File: src/rtl/pc_brk_pkg.sv
package pc_brk_pkg;
  localparam int ADDR_W = 13;
  localparam int BYTE_W = 8;
  localparam int HI_W   = ADDR_W - BYTE_W;

  typedef logic [ADDR_W-1:0] addr_t;

  function automatic logic bp_hit(input addr_t pc, input addr_t bp,
                                  input logic in_dbg, input logic en_n);
    return (pc == bp) && !in_dbg && !en_n;
  endfunction

  function automatic logic [BYTE_W-1:0] bp_read(input addr_t bp, input logic sel);
    logic [BYTE_W-1:0] r;
    r = '0;
    if (sel) r[HI_W-1:0] = bp[ADDR_W-1:BYTE_W];
    else     r = bp[BYTE_W-1:0];
    return r;
  endfunction
endpackage

File: src/rtl/pc_brk_reg.sv
module pc_brk_reg
  import pc_brk_pkg::*;
(
  input  logic              clk,
  input  logic              rst_n,
  input  logic              wr_en,
  input  logic              sel,
  input  logic [BYTE_W-1:0] wdata,
  input  logic              capture,
  input  addr_t             cap_addr,
  output addr_t             addr_q,
  output logic [BYTE_W-1:0] rdata
);
  logic [BYTE_W-1:0] lo_q;
  logic [HI_W-1:0]   hi_q;
  logic              wr_lo, wr_hi;

  assign wr_lo = wr_en && !sel && !capture;
  assign wr_hi = wr_en &&  sel && !capture;

  always_ff @(posedge clk or negedge rst_n) begin
    if (!rst_n) begin
      lo_q <= '0;
      hi_q <= '0;
    end else if (capture) begin
      lo_q <= cap_addr[BYTE_W-1:0];
      hi_q <= cap_addr[ADDR_W-1:BYTE_W];
    end else begin
      if (wr_lo) lo_q <= wdata;
      if (wr_hi) hi_q <= wdata[HI_W-1:0];
    end
  end

  assign addr_q = {hi_q, lo_q};
  assign rdata  = bp_read(addr_q, sel);
endmodule

File: src/rtl/pc_brk_match.sv
module pc_brk_match
  import pc_brk_pkg::*;
(
  input  logic  clk,
  input  logic  rst_n,
  input  addr_t pc,
  input  addr_t bp,
  input  logic  in_dbg,
  input  logic  en_n,
  output logic  hit_now,
  output logic  pulse
);
  logic hit_prev;

  assign hit_now = bp_hit(pc, bp, in_dbg, en_n);

  always_ff @(posedge clk or negedge rst_n) begin
    if (!rst_n) begin
      hit_prev <= 1'b0;
      pulse    <= 1'b0;
    end else begin
      hit_prev <= hit_now;
      pulse    <= hit_now && !hit_prev;
    end
  end
endmodule

File: src/rtl/pc_brk_capture.sv
module pc_brk_capture
  import pc_brk_pkg::*;
(
  input  logic              clk,
  input  logic              rst_n,
  input  logic              reg_wr_en,
  input  logic              reg_sel,
  input  logic [BYTE_W-1:0] reg_wdata,
  output logic [BYTE_W-1:0] reg_rdata,
  input  logic [ADDR_W-1:0] pc_cur,
  input  logic [ADDR_W-1:0] pc_push,
  input  logic              dbg_entry,
  input  logic              in_debug,
  input  logic              dbg_en_n,
  output logic              halt_req
);
  addr_t bkpt_addr;
  logic  hit_now;

  pc_brk_reg u_reg (
    .clk      (clk),
    .rst_n    (rst_n),
    .wr_en    (reg_wr_en),
    .sel      (reg_sel),
    .wdata    (reg_wdata),
    .capture  (dbg_entry),
    .cap_addr (pc_push),
    .addr_q   (bkpt_addr),
    .rdata    (reg_rdata)
  );

  pc_brk_match u_match (
    .clk     (clk),
    .rst_n   (rst_n),
    .pc      (pc_cur),
    .bp      (bkpt_addr),
    .in_dbg  (in_debug),
    .en_n    (dbg_en_n),
    .hit_now (hit_now),
    .pulse   (halt_req)
  );
endmodule

File: config.mk
export PLATFORM = sky130hd
export DESIGN_NAME = pc_brk_capture
export DESIGN_NICKNAME = d
export VERILOG_FILES = /design/src/rtl/pc_brk_pkg.sv /design/src/rtl/pc_brk_reg.sv /design/src/rtl/pc_brk_match.sv /design/src/rtl/pc_brk_capture.sv
export SDC_FILE = /design/constraint.sdc
export NUM_CORES = 1
export LEC_CHECK = 0
export CAP_MARGIN = 5
export CORE_MARGIN = 4
export CORE_UTILIZATION = 41
export CTS_CLUSTER_SIZE = 25
export DETAILED_ROUTE_END_ITERATION = 7
export GPL_TIMING_DRIVEN = 0
export MAX_ROUTING_LAYER = met4
export PLACE_DENSITY = 0.88
export SLEW_MARGIN = 20
export SYNTH_ARGS = -nofsm -noshare
export SYNTH_HDL_FRONTEND = slang
export SYNTH_SLANG_ARGS = --single-unit
File: constraint.sdc
create_clock -name clk -period 3.1 [get_ports clk]
set_input_delay 0.93 -clock clk [delete_from_list [all_inputs] [get_ports clk]]
set_output_delay 0.93 -clock clk [all_outputs]
set_load 0.05 [all_outputs]
==> results of run 1 <==
==> placed cells by master (no fill, tap or decap), types with 4 or more instances in the layout <==
master,instances
inv_1,5
xor2_1,7
mux2_2,4
mux2i_1,13
dfrtp_1,15
o21ai_1,10
clkdlybuf4s50_1,41
nand2_1,15
o21ai_0,4
==> repair_timing <==
action	in CTS	in global routing
hold buffers	0	0
gates resized for setup	27	14
setup endpoints to repair	8	8
endpoints found under the hold margin	0	0
gates cloned	0	0
==> where the power goes <==
part | internal [µW] | leakage, µW | switching [µW]
registers | 212 | 0.000185 | 14.9
clock network | 50.1 | 0.0000150 | 68.0
logic | 93.1 | 0.000466 | 100
==> worst max-delay path by stage <==
| stage | slack (ns) | from | end | depth (start not counted) |
|---|---|---|---|---|
| finish | 0.04 | reg_sel | reg_rdata[7] | 4 |
| global route | -0.0001 | reg_sel | reg_rdata[1] | 4 |
| CTS | 0.001 | reg_sel | reg_rdata[5] | 4 |
| detailed placement | -0.54 | reg_sel | reg_rdata[4] | 4 |
| global placement | -0.52 | reg_sel | reg_rdata[0] | 4 |
| floorplan | 0.35 | reg_sel | reg_rdata[2] | 2 |
==> critical path, delay by kind of cell <==
kind	cells	cell delay [ns]
buffers and inverters	3	1.10
AND/OR/NAND/NOR	1	0.10
==> cell families (layout without fill, tap and decap cells) <==
logic type,after synthesis,in the layout
and+or+nand+nor,28,28
AOI/OAI and AO/OA,19,19
muxes,17,17
DFF,15,15
buffers and inverters,9,62
xor gates and xnor gates,7,7
==> through the flow <==
step	cells	total power (µW)	util, %	worst slack [ns]
3_5_place_dp	171	429.5	70.30	-0.5376
3_3_place_gp	171	422.6	70.30	-0.5207
2_1_floorplan	95	331.4	-	0.3472
4_1_cts	175	534.4	70.61	0.001051
5_1_grt	175	561.8	70.54	-0.0001363
6_report	175	538.3	70.54	0.03703
==> flip-flops by register name (all words and copies together) (netlist names) <==
name and flops:
u_reg.lo_q 8, u_match.pulse 1, u_reg.hi_q 5, u_match.hit_prev 1
==> area by class of cell <==
class                   count  area [µm²]
plain buffers               4       23.77
repair buffers             49       462.9
clock buffers               4       26.28
inverters                   5       18.77
fillers                   164       595.6
multi-input cells          71       485.5
well taps                  27       33.78
flip-flops and latches     15       375.4
==> metal layers <==
metal / wire length (µm) / vias up / track usage [%]
li1: - / 436 / -
met1: 1152 / 421 / 24.70
met2: 1360 / 41 / 35.83
met3: 192 / 8 / 1.907
met4: 113 / 0 / 17.43
met5: 0 / - / -
==> run metrics, run 1 <==
worst r2r dst u_match.hit_prev$_DFF_PN0_; Seq cells post-synth 15; CTS clk-pin slew, worst paths 0.10 ns; final slew viol count 0; detailed router's first-iteration violation count 5; vias in the first global route 1,005; Die H 54.78 µm; GR Util All Layers 22.09%; Initial Util 44.37%; Worst Reg-to-Reg Cells 4; GRT Residual Overflow 0; Relative slew margins 54.47%; Synth top cells by count 15 x dfrtp_1, 15 x nand2_1, 13 x mux2i_1, 9 x o21ai_1, 7 x xor2_1; initial antenna violation count 0; layout cells sized above 1 12.16%; Placed Area 0.001421 mm²; hold path endpoint u_match.pulse$_DFF_PN0_; DRT Pass-1 Iters 4; vias per inst 5.177; DP HPWL 2227 µm; Final setup violation count 0; Final period util 98.81%; Synth Area in Simple Gates 15.48%; Yosys top cell area share 41.84%; CTS tree done; Num CTS Buffers 3; final hold viol count 0; post-route cell area 0.001426 mm²; Synth async-reset ratio 100.0%; crit-path cells clkdlybuf4s50_1 > buf_6 > nor2_1 > clkdlybuf4s15_1; Cell Area, Synth 897.1 µm²; Synth Flop Type dfrtp_1; gpl congestion 0.7981; CTS root buf clkbuf_4; TritonCTS Sinks 15; largest net degree at the start of global routing 16; post-DR wirelength/cell 16.10 µm; compound-gate portion of the synthesized area 12.27%; multiplexer share of the synthesized area 19.53%; Warnings, synthesis 0; critical hold path startpoint u_match.hit_prev$_DFF_PN0_; Area growth syn-to-layout 59.00%; largest family of logic cells by synthesized area multiplexers; crit-path max cell delay 0.50 ns; nets 190; R2R Setup Slk 1.67 ns; critical path required time 2.17 ns; htree depth 1; measured slew at the worst slew-check pin 0.6809 ns; post-synthesis sequential area ratio 41.84%; reg2reg start u_reg.lo_q[6]$_DFFE_PN0P_; fmax 326.5 MHz; Synth area leaders dfrtp_1 42%, mux2i_1 15%, xor2_1 6.8%; hold_ws 0.4857 ns; Setup Buffers After CTS 0; DRT antenna net count 0; status completed; Net Count, Synth 136; post-synth cell types 24; EDFF count, synth 0; Startpoint Class input pin; clk_lat worst skew 0.30 ns; DRT Wirelength 2818 µm; Crit Path Max Fanout 10; pwr dens 377.4 mW/mm²; DR vias 906; crit end category output port; cell taking the most area after synthesis dfrtp_1; I/O Buffers 49; Worst Hold Class reg2reg; Setup Skew 0.01258 ns; Die X-Extent 54.78 µm; worst-case clock buffer depth 2; mean post-synth cell area 9.443 µm²; # diodes 0; max cap viols 0; Cell Rows 16; setup_tns 0 ns; Slowest-stage cell, CP clkdlybuf4s15_1; Post-Synth Adder-Cell Area 0%; Crit Path Category in2out; Gate Count Post-Synth 95; Lkg Pwr 0.0006660 µW; CORE AREA 0.002022 mm²; XOR/XNOR Fraction of Synth Area 6.834%; Max VDD drop 0.0002239 V; hold depth 2; CP Data Arrival Time 2.13 ns; die area 0.003000 mm²; Tmin final 3.063 ns; DR DRC count 0; first-pass GRT wire length 4478 µm; Ports 50
(Power assumes the default switching activity.)
==> run 2, diff against run 1 <==
--- a/config.mk
+++ b/config.mk
@@ -5,14 +5,17 @@
 export SDC_FILE = /design/constraint.sdc
 export NUM_CORES = 1
 export LEC_CHECK = 0
-export CAP_MARGIN = 5
+export CAP_MARGIN = 30
+export CELL_PAD_IN_SITES_DETAIL_PLACEMENT = 1
+export CELL_PAD_IN_SITES_GLOBAL_PLACEMENT = 1
 export CORE_MARGIN = 4
-export CORE_UTILIZATION = 41
+export CORE_UTILIZATION = 29
 export CTS_CLUSTER_SIZE = 25
 export DETAILED_ROUTE_END_ITERATION = 7
 export GPL_TIMING_DRIVEN = 0
 export MAX_ROUTING_LAYER = met4
-export PLACE_DENSITY = 0.88
+export PLACE_DENSITY = 0.87
+export REMOVE_ABC_BUFFERS = 1
 export SLEW_MARGIN = 20
 export SYNTH_ARGS = -nofsm -noshare
 export SYNTH_HDL_FRONTEND = slang
==> run metrics, run 2 (synthesis results as in run 1) <==
worst-case clock buffer depth 2 (unchanged); DR DRC count 0 (unchanged); worst r2r dst u_match.hit_prev$_DFF_PN0_ (unchanged); measured slew at the worst slew-check pin 0.8220 ns (was 0.6809 ns); Die X-Extent 63.62 µm (was 54.78 µm); commonest non-fill, non-tap cell in the layout clkdlybuf4s50_1 (unchanged); Die H 63.62 µm (was 54.78 µm); I/O Buffers 49 (unchanged); layout cells sized above 1 6.944% (was 12.16%); Final setup violation count 0 (unchanged); Final period util 96.45% (was 98.81%); # diodes 0 (unchanged); TritonCTS Sinks 15 (unchanged); crit-path max cell delay 0.42 ns (was 0.50 ns); Slowest-stage cell, CP dlygate4sd2_1 (was clkdlybuf4s15_1); CTS tree done (unchanged); detailed router's first-iteration violation count 36 (was 5); Critical path buffers and inverters 2 (was 3); vias in the first global route 934 (was 1,005); Initial Util 31.45% (was 44.37%); Tmin final 2.990 ns (was 3.063 ns); Cell Rows 19 (was 16); die area 0.004048 mm² (was 0.003000 mm²); Lkg Pwr 0.0006688 µW (was 0.0006660 µW); CTS clk-pin slew, worst paths 0.09 ns (was 0.10 ns); DR vias 872 (was 906); largest reg by FF count u_reg.lo_q (unchanged); Max VDD drop 0.0001247 V (was 0.0002239 V); DRT Wirelength 2799 µm (was 2818 µm); pwr dens 366.2 mW/mm² (was 377.4 mW/mm²); crit-path cells clkdlybuf4s15_2 > mux2_2 > dlygate4sd2_1 (was clkdlybuf4s50_1 > buf_6 > nor2_1 > clkdlybuf4s15_1); clk_lat worst skew 0.28 ns (was 0.30 ns); Layout Cells excl Fill 175 (unchanged); Setup Skew 0.0009141 ns (was 0.01258 ns); Largest register FFs 8 (unchanged); Setup crit end reg_rdata[3] (was reg_rdata[7]); Num CTS Buffers 3 (unchanged); Gate power share 35.5% (was 35.9%); fillers 341 (was 164); DP HPWL 2251 µm (was 2227 µm); gpl congestion 0.8842 (was 0.7981); Worst Hold Class reg2reg (unchanged); Inst Count DP 171 (unchanged); CTS Hold Bufs 0 (unchanged); most frequent cells in the layout 40 x clkdlybuf4s50_1, 15 x nand2_1, 15 x dfrtp_1 (was 41 x clkdlybuf4s50_1, 15 x nand2_1, 15 x dfrtp_1); Psw 170.3 µW (was 183.0 µW); Relative slew margins 45.03% (was 54.47%); CP Data Arrival Time 2.06 ns (was 2.13 ns); Crit path max-delay family buffers and inverters (unchanged); Area growth syn-to-layout 59.00% (unchanged); fmax 334.4 MHz (was 326.5 MHz); Ports 50 (unchanged); Net Sw Frac 32.60% (was 33.99%); Clock power frac 21.1% (was 21.9%); DRT antenna net count 0 (unchanged); sequential share of power 43.3% (was 42.2%); vias per inst 4.983 (was 5.177); RSZ-0062 raised after global routing no; cell count along the critical path 3 (was 4); launch point of the worst path reg_sel (unchanged); reg2reg start u_reg.lo_q[6]$_DFFE_PN0P_ (unchanged); final hold viol count 0 (unchanged); htree depth 1 (unchanged); CORE AREA 0.002853 mm² (was 0.002022 mm²); R2R Setup Slk 1.64 ns (was 1.67 ns); initial antenna violation count 0 (unchanged); Internal 352.1 µW (was 355.3 µW); nets 186 (was 190); biggest regs u_reg.lo_q (8), u_reg.hi_q (5) (unchanged); DRT Pass-1 Iters 4 (unchanged); GRT Residual Overflow 0 (unchanged); first-pass GRT wire length 4871 µm (was 4478 µm); Crit Path Max Fanout 11 (was 10); GR Util All Layers 16.18% (was 22.09%); crit end category output port (unchanged); post-DR wirelength/cell 15.99 µm (was 16.10 µm); Worst Reg-to-Reg Cells 4 (unchanged); final slew viol count 0 (unchanged); critical path required time 2.17 ns (about the same); hold depth 2 (unchanged); Final Util 50.00% (was 70.54%); CTS root buf clkbuf_4 (unchanged); Startpoint Class input pin (unchanged); status completed (unchanged); Crit Path Category in2out (unchanged); largest net degree at the start of global routing 27 (was 16); max cap viols 0 (unchanged)
run 2: worst min path at each step:
stage,startpoint,to,slack [ns]
floorplan,u_match.hit_prev$_DFF_PN0_,u_match.pulse$_DFF_PN0_,0.46
global placement,u_match.hit_prev$_DFF_PN0_,u_match.pulse$_DFF_PN0_,0.47
detailed placement,u_match.hit_prev$_DFF_PN0_,u_match.pulse$_DFF_PN0_,0.49
CTS,u_match.hit_prev$_DFF_PN0_,u_match.pulse$_DFF_PN0_,0.51
global route,u_match.hit_prev$_DFF_PN0_,u_match.pulse$_DFF_PN0_,0.54
finish,u_match.hit_prev$_DFF_PN0_,u_match.pulse$_DFF_PN0_,0.50
run 2: tightest hold or removal path: stages (launching register included):
cell     delay, ns
dfrtp_1       0.33
or3_1         0.10
nor3_1        0.04
run 2: metrics by stage:
step	setup slack [ns]	setup TNS [ns]	total power, µW	area, µm²	hold slack [ns]
2_1_floorplan	0.1437	0	326.0	879.6	0.4574
3_3_place_gp	-0.6143	-4.209	421.7	1409	0.4689
3_5_place_dp	-0.6171	-4.265	425.7	1409	0.4907
4_1_cts	0.09080	0	533.5	1426	0.5083
5_1_grt	0.05153	0	563.1	1426	0.5353
6_report	0.1099	0	522.3	1426	0.5027
run 2: area by class of cell:
type                            instances  area, µm²  area share, %
Timing Repair Buffer                   49      481.7          33.77
Clock buffer                            4      26.28          1.842
Sequential cell                        15      375.4          26.32
Inverter                                5      18.77          1.316
Multi-Input combinational cell         71      485.5          34.04
Tap cell                               31      38.79          2.719
run 2: power by group through the flow:
stage,clock network [µW],registers (µW),logic [µW]
3_5_place_dp,0,230,195
5_1_grt,131,229,203
3_3_place_gp,0,230,192
2_1_floorplan,0,226,99.6
6_report,110,226,186
4_1_cts,119,226,188
run 2: timing repair:
item                       4_1_cts  5_1_grt
gates resized for setup         11        0
setup endpoints to repair        8        0
buffers inserted                 0        0
hold endpoints to repair         0        0
run 2: routing by layer:
layer,track usage (%),share of wire (%),vias up
li1,-,-,428
met4,6.469,0.86,0
met2,23.73,46,40
met3,4.263,7.2,2
met5,-,0,-
met1,21.09,46,402
